===== src/rtl/pwm_wavegen_pkg.sv =====
package pwm_wavegen_pkg;
    // ceiling source codes
    localparam logic [2:0] TSEL_FIX8  = 3'd0;
    localparam logic [2:0] TSEL_FIX9  = 3'd1;
    localparam logic [2:0] TSEL_FIX10 = 3'd2;
    localparam logic [2:0] TSEL_REG   = 3'd3;
    localparam logic [2:0] TSEL_CMP   = 3'd4;

    // output behaviour codes
    localparam logic [1:0] OUT_OFF    = 2'd0;
    localparam logic [1:0] OUT_TOGGLE = 2'd1;
    localparam logic [1:0] OUT_NONINV = 2'd2;
    localparam logic [1:0] OUT_INV    = 2'd3;

    // write port targets
    localparam logic ADDR_CMP = 1'b0;
    localparam logic ADDR_TOP = 1'b1;
endpackage


===== src/rtl/pwm_wave_shadow.sv =====
module pwm_wave_shadow #(
    parameter int CNT_W = 16
) (
    input  logic             clk,
    input  logic             rst,
    input  logic             wr_en,
    input  logic             wr_addr,
    input  logic [CNT_W-1:0] wr_data,
    input  logic             load,
    output logic [CNT_W-1:0] cmp_act,
    output logic [CNT_W-1:0] top_act
);
    import pwm_wavegen_pkg::*;

    typedef struct packed {
        logic [CNT_W-1:0] cmp_buf;
        logic [CNT_W-1:0] top_buf;
        logic [CNT_W-1:0] cmp_act;
        logic [CNT_W-1:0] top_act;
    } shadow_t;

    shadow_t s_d, s_q;

    always_comb begin
        s_d = s_q;
        // working copies take the buffers as they stood before this edge
        if (load) begin
            s_d.cmp_act = s_q.cmp_buf;
            s_d.top_act = s_q.top_buf;
        end
        if (wr_en) begin
            if (wr_addr == ADDR_CMP) s_d.cmp_buf = wr_data;
            else                     s_d.top_buf = wr_data;
        end
    end

    always_ff @(posedge clk) begin
        if (rst) s_q <= '0;
        else     s_q <= s_d;
    end

    assign cmp_act = s_q.cmp_act;
    assign top_act = s_q.top_act;
endmodule


===== src/rtl/pwm_wave_counter.sv =====
module pwm_wave_counter #(
    parameter int CNT_W = 16
) (
    input  logic             clk,
    input  logic             rst,
    input  logic             tick,
    input  logic             dual,
    input  logic [CNT_W-1:0] top,
    output logic [CNT_W-1:0] cnt,
    output logic             down,
    output logic             ovf,
    output logic             peak
);
    typedef struct packed {
        logic [CNT_W-1:0] cnt;
        logic             down;
        logic             ovf;
    } cnt_state_t;

    cnt_state_t s_d, s_q;
    logic       at_ceiling;

    always_comb begin
        at_ceiling = (s_q.cnt >= top);
        peak       = tick && at_ceiling && !(dual && s_q.down);
        s_d        = s_q;
        s_d.ovf    = 1'b0;
        if (tick) begin
            if (!dual) begin
                s_d.down = 1'b0;
                if (at_ceiling) begin
                    s_d.cnt = '0;
                    s_d.ovf = 1'b1;
                end else begin
                    s_d.cnt = s_q.cnt + CNT_W'(1);
                end
            end else if (!s_q.down) begin
                if (at_ceiling) begin
                    s_d.down = 1'b1;
                    s_d.cnt  = s_q.cnt - CNT_W'(1);
                end else begin
                    s_d.cnt = s_q.cnt + CNT_W'(1);
                end
            end else begin
                if (s_q.cnt == '0) begin
                    s_d.down = 1'b0;
                    s_d.cnt  = CNT_W'(1);
                end else begin
                    s_d.cnt = s_q.cnt - CNT_W'(1);
                    s_d.ovf = (s_q.cnt == CNT_W'(1));
                end
            end
        end
    end

    always_ff @(posedge clk) begin
        if (rst) s_q <= '0;
        else     s_q <= s_d;
    end

    assign cnt  = s_q.cnt;
    assign down = s_q.down;
    assign ovf  = s_q.ovf;
endmodule


===== src/rtl/pwm_wave_outgen.sv =====
module pwm_wave_outgen #(
    parameter int CNT_W = 16
) (
    input  logic             clk,
    input  logic             rst,
    input  logic             tick,
    input  logic             dual,
    input  logic             down,
    input  logic [CNT_W-1:0] cnt,
    input  logic [CNT_W-1:0] cmp,
    input  logic [CNT_W-1:0] top,
    input  logic [1:0]       com,
    input  logic             cmp_is_top,
    output logic             wave
);
    import pwm_wavegen_pkg::*;

    logic wave_d, wave_q;
    logic match, wrap, rising, connected, set_ev, clr_ev;

    always_comb begin
        match  = tick && (cnt == cmp);
        wrap   = tick && !dual && (cnt >= top);
        // peak tick counts as falling, bottom turn-around as rising
        rising = dual ? ((!down && (cnt < top)) || (down && (cnt == '0))) : 1'b1;
        if (com == OUT_TOGGLE) connected = cmp_is_top;
        else                   connected = (com != OUT_OFF) && !cmp_is_top;
        set_ev = wrap || (dual && match && !rising);
        clr_ev = match && rising && !wrap;

        wave_d = wave_q;
        if (!connected) begin
            wave_d = 1'b0;
        end else if (com == OUT_TOGGLE) begin
            if (match) wave_d = !wave_q;
        end else if (set_ev) begin
            wave_d = (com == OUT_NONINV);
        end else if (clr_ev) begin
            wave_d = (com == OUT_INV);
        end
    end

    always_ff @(posedge clk) begin
        if (rst) wave_q <= 1'b0;
        else     wave_q <= wave_d;
    end

    assign wave = wave_q;
endmodule


===== src/rtl/pwm_wavegen.sv =====
module pwm_wavegen #(
    parameter int CNT_W        = 16,  // at least 10 for the fixed ceilings
    parameter int MIN_DUAL_TOP = 3
) (
    input  logic             clk,
    input  logic             rst,
    input  logic             tick,
    input  logic             wr_en,
    input  logic             wr_addr,
    input  logic [CNT_W-1:0] wr_data,
    input  logic             dual_slope,
    input  logic [2:0]       top_sel,
    input  logic [1:0]       com_mode,
    output logic             wave,
    output logic             ovf,
    output logic [CNT_W-1:0] count
);
    import pwm_wavegen_pkg::*;

    localparam logic [CNT_W-1:0] FIX8_TOP  = CNT_W'((1 << 8) - 1);
    localparam logic [CNT_W-1:0] FIX9_TOP  = CNT_W'((1 << 9) - 1);
    localparam logic [CNT_W-1:0] FIX10_TOP = CNT_W'((1 << 10) - 1);
    localparam logic [CNT_W-1:0] DUAL_FLOOR = CNT_W'(MIN_DUAL_TOP);

    logic [CNT_W-1:0] cmp_act, topr_act, top_raw, top_eff;
    logic             peak, down;
    logic             cmp_is_top;

    always_comb begin
        cmp_is_top = (top_sel == TSEL_CMP);
        case (top_sel)
            TSEL_FIX9:  top_raw = FIX9_TOP;
            TSEL_FIX10: top_raw = FIX10_TOP;
            TSEL_REG:   top_raw = topr_act;
            TSEL_CMP:   top_raw = cmp_act;
            default:    top_raw = FIX8_TOP;
        endcase
        top_eff = (dual_slope && (top_raw < DUAL_FLOOR)) ? DUAL_FLOOR : top_raw;
    end

    pwm_wave_shadow #(.CNT_W(CNT_W)) u_shadow (
        .clk     (clk),
        .rst     (rst),
        .wr_en   (wr_en),
        .wr_addr (wr_addr),
        .wr_data (wr_data),
        .load    (peak),
        .cmp_act (cmp_act),
        .top_act (topr_act)
    );

    pwm_wave_counter #(.CNT_W(CNT_W)) u_counter (
        .clk  (clk),
        .rst  (rst),
        .tick (tick),
        .dual (dual_slope),
        .top  (top_eff),
        .cnt  (count),
        .down (down),
        .ovf  (ovf),
        .peak (peak)
    );

    pwm_wave_outgen #(.CNT_W(CNT_W)) u_outgen (
        .clk        (clk),
        .rst        (rst),
        .tick       (tick),
        .dual       (dual_slope),
        .down       (down),
        .cnt        (count),
        .cmp        (cmp_act),
        .top        (top_eff),
        .com        (com_mode),
        .cmp_is_top (cmp_is_top),
        .wave       (wave)
    );
endmodule


===== config.mk =====
export PLATFORM = sky130hd
export DESIGN_NAME = pwm_wavegen
export DESIGN_NICKNAME = d
export VERILOG_FILES = /design/src/rtl/pwm_wavegen_pkg.sv /design/src/rtl/pwm_wave_shadow.sv /design/src/rtl/pwm_wave_counter.sv /design/src/rtl/pwm_wave_outgen.sv /design/src/rtl/pwm_wavegen.sv
export SDC_FILE = /design/constraint.sdc
export NUM_CORES = 1
export LEC_CHECK = 0
export ABC_AREA = 1
export CAP_MARGIN = 10
export CORE_MARGIN = 8
export CORE_UTILIZATION = 30
export CTS_BUF_LIST = sky130_fd_sc_hd__clkbuf_16
export DETAILED_ROUTE_END_ITERATION = 8
export GPL_ROUTABILITY_DRIVEN = 1
export PLACE_DENSITY = 0.54
export SYNTH_ARGS = -nofsm -noshare
export SYNTH_HDL_FRONTEND = slang
export SYNTH_HIERARCHICAL = 1
export SYNTH_SLANG_ARGS = --single-unit

===== constraint.sdc =====
create_clock -name clk -period 3.4 [get_ports clk]
set_input_delay 0.68 -clock clk [delete_from_list [all_inputs] [get_ports clk]]
set_output_delay 0.68 -clock clk [all_outputs]
set_load 0.05 [all_outputs]

==> metrics.md <==
| Metric | Value |
|---|---|
| Outcome | `finished clean` |
| Initial Util | `0.306` |
| Slew Limit Headroom | `0.395` |
| Power share of the clock group | `0.178` |
| Final worst-path cycle share | `0.924` |
| Initial DRC Count | `353` |
| DP Worst Slack | `-490 ps` |
| CP arrival | `3390 ps` |
| Post-Syn Nets | `1036` |
| Die area | `25500 µm²` |
| Gr usage total | `0.140` |
| # setup viols final | `0` |
| WL final | `17800 µm` |
| Critical path peak fanout | `23` |
| Vias/cell | `4.62` |
| Cell at the slowest stage of the critical path | `clkdlybuf4s50_1` |
| # nets final | `1079` |
| P per Cell Area | `766 nW/µm²` |
| Peak VDD IR | `0.337 mV` |
| DRT Pass-1 Iters | `5` |
| Post-Synthesis Cell Area | `6190 µm²` |
| Synth unique cells | `39` |
| Setup ws final | `260 ps` |
| Synth async-reset ratio | `0` |
| CP endpoint kind | `flop` |
| Grt ovf | `0` |
| Antenna viol nets, final | `0` |
| Synthesized flop and latch total | `83` |
| Worst hold path class | `flop to flop` |
| Min cycle time layout | `3140 ps` |
| CTS root buf | `clkbuf_16` |
| Die height | `160 µm` |
| Share of cells above drive strength 1 | `0.144` |
| Longest Clk Path Bufs | `2` |
| Wire per inst | `13.8 µm` |
| Crit path top cell by count | `nor2_1` |
| Post-synthesis sequential area ratio | `0.268` |
| Required @ worst endpoint | `3650 ps` |
| Antenna diode count | `0` |
| Most frequent cell after synthesis | `nand2_1` |
| Initial antenna violation count | `0` |
| CTS tree | `built` |
| H-Tree Depth | `3` |
| Vias in the first global route | `5743` |
| Max-Cap Viols | `0` |
| CTS buffer count | `9` |
| Post-synth top area share | `0.268` |
| Row count | `52` |
| Post-synth top flop | `dfxtp_1` |
| Layout Cells excl Fill | `1291` |
| Area Overhead vs Synth | `17.9%` |
| Mapped Cells | `973` |
| RSZ-0062 raised after global routing | `no` |
| CTS Hold Buffers Added | `0` |
| Placed cell count | `1273` |
| Setup TNS | `0 ps` |
| Sequential power share | `0.289` |
| Slew Limit Fails | `0` |
| Worst-margin pin slew | `905 ps` |
| I/O pins | `45` |
| Global-route wire length before repair | `29300 µm` |
| Static Leakage | `3.52 nW` |
| Setup CP Type | `primary input to flop` |
| Fillcell total | `2208` |
| Internal power | `2.94 mW` |
| Fmax | `318 MHz` |
| Most common library cells after synthesis | `nand2_1 (210), nor2_1 (148), inv_1 (129), nand3_1 (91), dfxtp_1 (83)` |
| Logic gate share of total power | `0.533` |
| CORE AREA | `20200 µm²` |
| Hold slack | `473 ps` |
| Top cell type by total area after synthesis | `dfxtp_1` |
| Synth warn | `6` |
| CP Cell Sequence | `clkdlybuf4s50_1 -> nand3_1 -> nor2_1 -> nand3_1 -> nor2_2 -> nand2_2 -> nand2_2 -> inv_1 -> ha_1 -> nand2_1 -> nor2_1 -> nor2_1 -> nand2_1 -> nand2_1 -> nand2_2 -> nand2_4 -> nand2_4 -> inv_1 -> nor3_4 -> buf_6 -> inv_2 -> buf_12 -> nor2_1 -> nor2_1` |
| Startpoint types | `primary input` |
| Die X | `160 µm` |
| DR vias | `5963` |
| Skew final | `12.9 ps` |
| Pin count of the biggest net entering global routing | `49` |
| Psw | `2.65 mW` |
| Residual DRC | `0` |
| Fin. Hold Viols | `0` |
| Avg Inst Size Synth | `6.37 µm²` |
| Clock Sinks | `83` |
| Clock Latency Late Sink | `350 ps` |
| Hpwl dp | `13700 µm` |
| Clock transition at the registers of the reported paths | `80 ps` |
| Ranking of synthesized cells by area | `dfxtp_1 (27%), nand2_1 (13%), nor2_1 (9.0%)` |
| Switching Share | `0.474` |
| Delay of the slowest critical-path stage | `590 ps` |
| Number of synthesized flops with an enable pin | `0` |
| Port bufs | `44` |
| Routability Congestion | `0.864` |
state kept, by name (all words and copies together) (netlist names):
| signal | flops |
|---|---|
| u_counter/ovf | 1 |
| u_outgen/wave | 1 |
| u_shadow/cmp_act | 16 |
| u_shadow/s_q | 32 |
| u_counter/down | 1 |
| u_counter/cnt | 16 |
| u_shadow/top_act | 16 |
metrics by stage:
stage	power [mW]	instance area [µm²]	utilization
2_1_floorplan	3.81	6190	-
3_3_place_gp	4.48	6920	0.342
3_5_place_dp	4.50	6920	0.342
4_1_cts	5.53	7220	0.357
5_1_grt	6.06	7300	0.361
6_report	5.59	7300	0.361
worst max-delay path, delay by kind of cell:
| family | cells | cell delay, ps |
|---|---|---|
| fa+ha+maj | 1 | 290 |
| buf+inv | 6 | 1060 |
| simple gates | 17 | 1330 |
layout by cell type, fill, tap and decap left out, types with 9 or more instances in the layout:
cell / n
buf_4: 50
inv_1: 127
nor2_2: 24
xor2_1: 10
clkbuf_16: 9
a21oi_1: 47
nand2_1: 208
inv_2: 9
o21ai_0: 47
ha_1: 36
dfxtp_1: 83
o21ai_1: 11
nand3_1: 89
nor2_1: 134
nor3_1: 9
nand2_2: 15
clkdlybuf4s50_1: 41
nand4_1: 17
power groups by stage:
| stage | clock network, mW | logic, mW | registers [mW] |
|---|---|---|---|
| after global placement | 0 | 2.84 | 1.63 |
| after detailed placement | 0 | 2.86 | 1.64 |
| after floorplan | 0 | 2.18 | 1.63 |
| final | 0.995 | 2.98 | 1.62 |
| after CTS | 1.03 | 2.89 | 1.62 |
| after global routing | 1.07 | 3.33 | 1.66 |
per-layer routing:
metal  share of wire  GRT usage
met5               0          0
met3           0.047     0.0303
met2            0.47      0.237
met1            0.46      0.174
met4           0.015     0.0407
area by class of cell:
type / instances / area [µm²] / share of cell area
multi-input cells: 685 / 3590 / 0.491
flip-flops and latches: 83 / 1660 / 0.228
repair buffers: 100 / 897 / 0.123
inverters: 137 / 517 / 0.0708
well taps: 270 / 338 / 0.0463
clock buffers: 9 / 225 / 0.0308
clock inverters: 7 / 75.1 / 0.0103
what timing repair did:
action,in CTS,in global routing
buffers inserted,0,1
hold endpoints to repair,0,0
cloned,0,1
gates resized for setup,5,31
pin swaps,1,9
endpoints found under the setup margin,32,49
logic make-up (layout without fill, tap and decap cells):
kind of cell             after synthesis  count (layout)  synth area share
AO/OA/AOI/OAI                        116             116             0.100
XOR/XNOR                              16              16            0.0226
adder cells (fa/ha/maj)               36              36            0.0727
buffers and inverters                205             253             0.162
flip-flops                            83              83             0.268
AND/OR/NAND/NOR                      517             517             0.374
final timing paths:
kind / slack, ps / startpoint / end / depth (start not counted)
setup / recovery: 260 / dual_slope / u_shadow/cmp_act[0] / 24
hold / removal: 470 / u_shadow/s_q[32] / u_shadow/s_q[32] / 2
setup reg to reg: 660 / u_shadow/top_act[9] / u_shadow/cmp_act[0] / 26
hold reg to reg: 470 / u_shadow/s_q[32] / u_shadow/s_q[32] / 2
No activity file was read; power rests on OpenSTA's default activity.
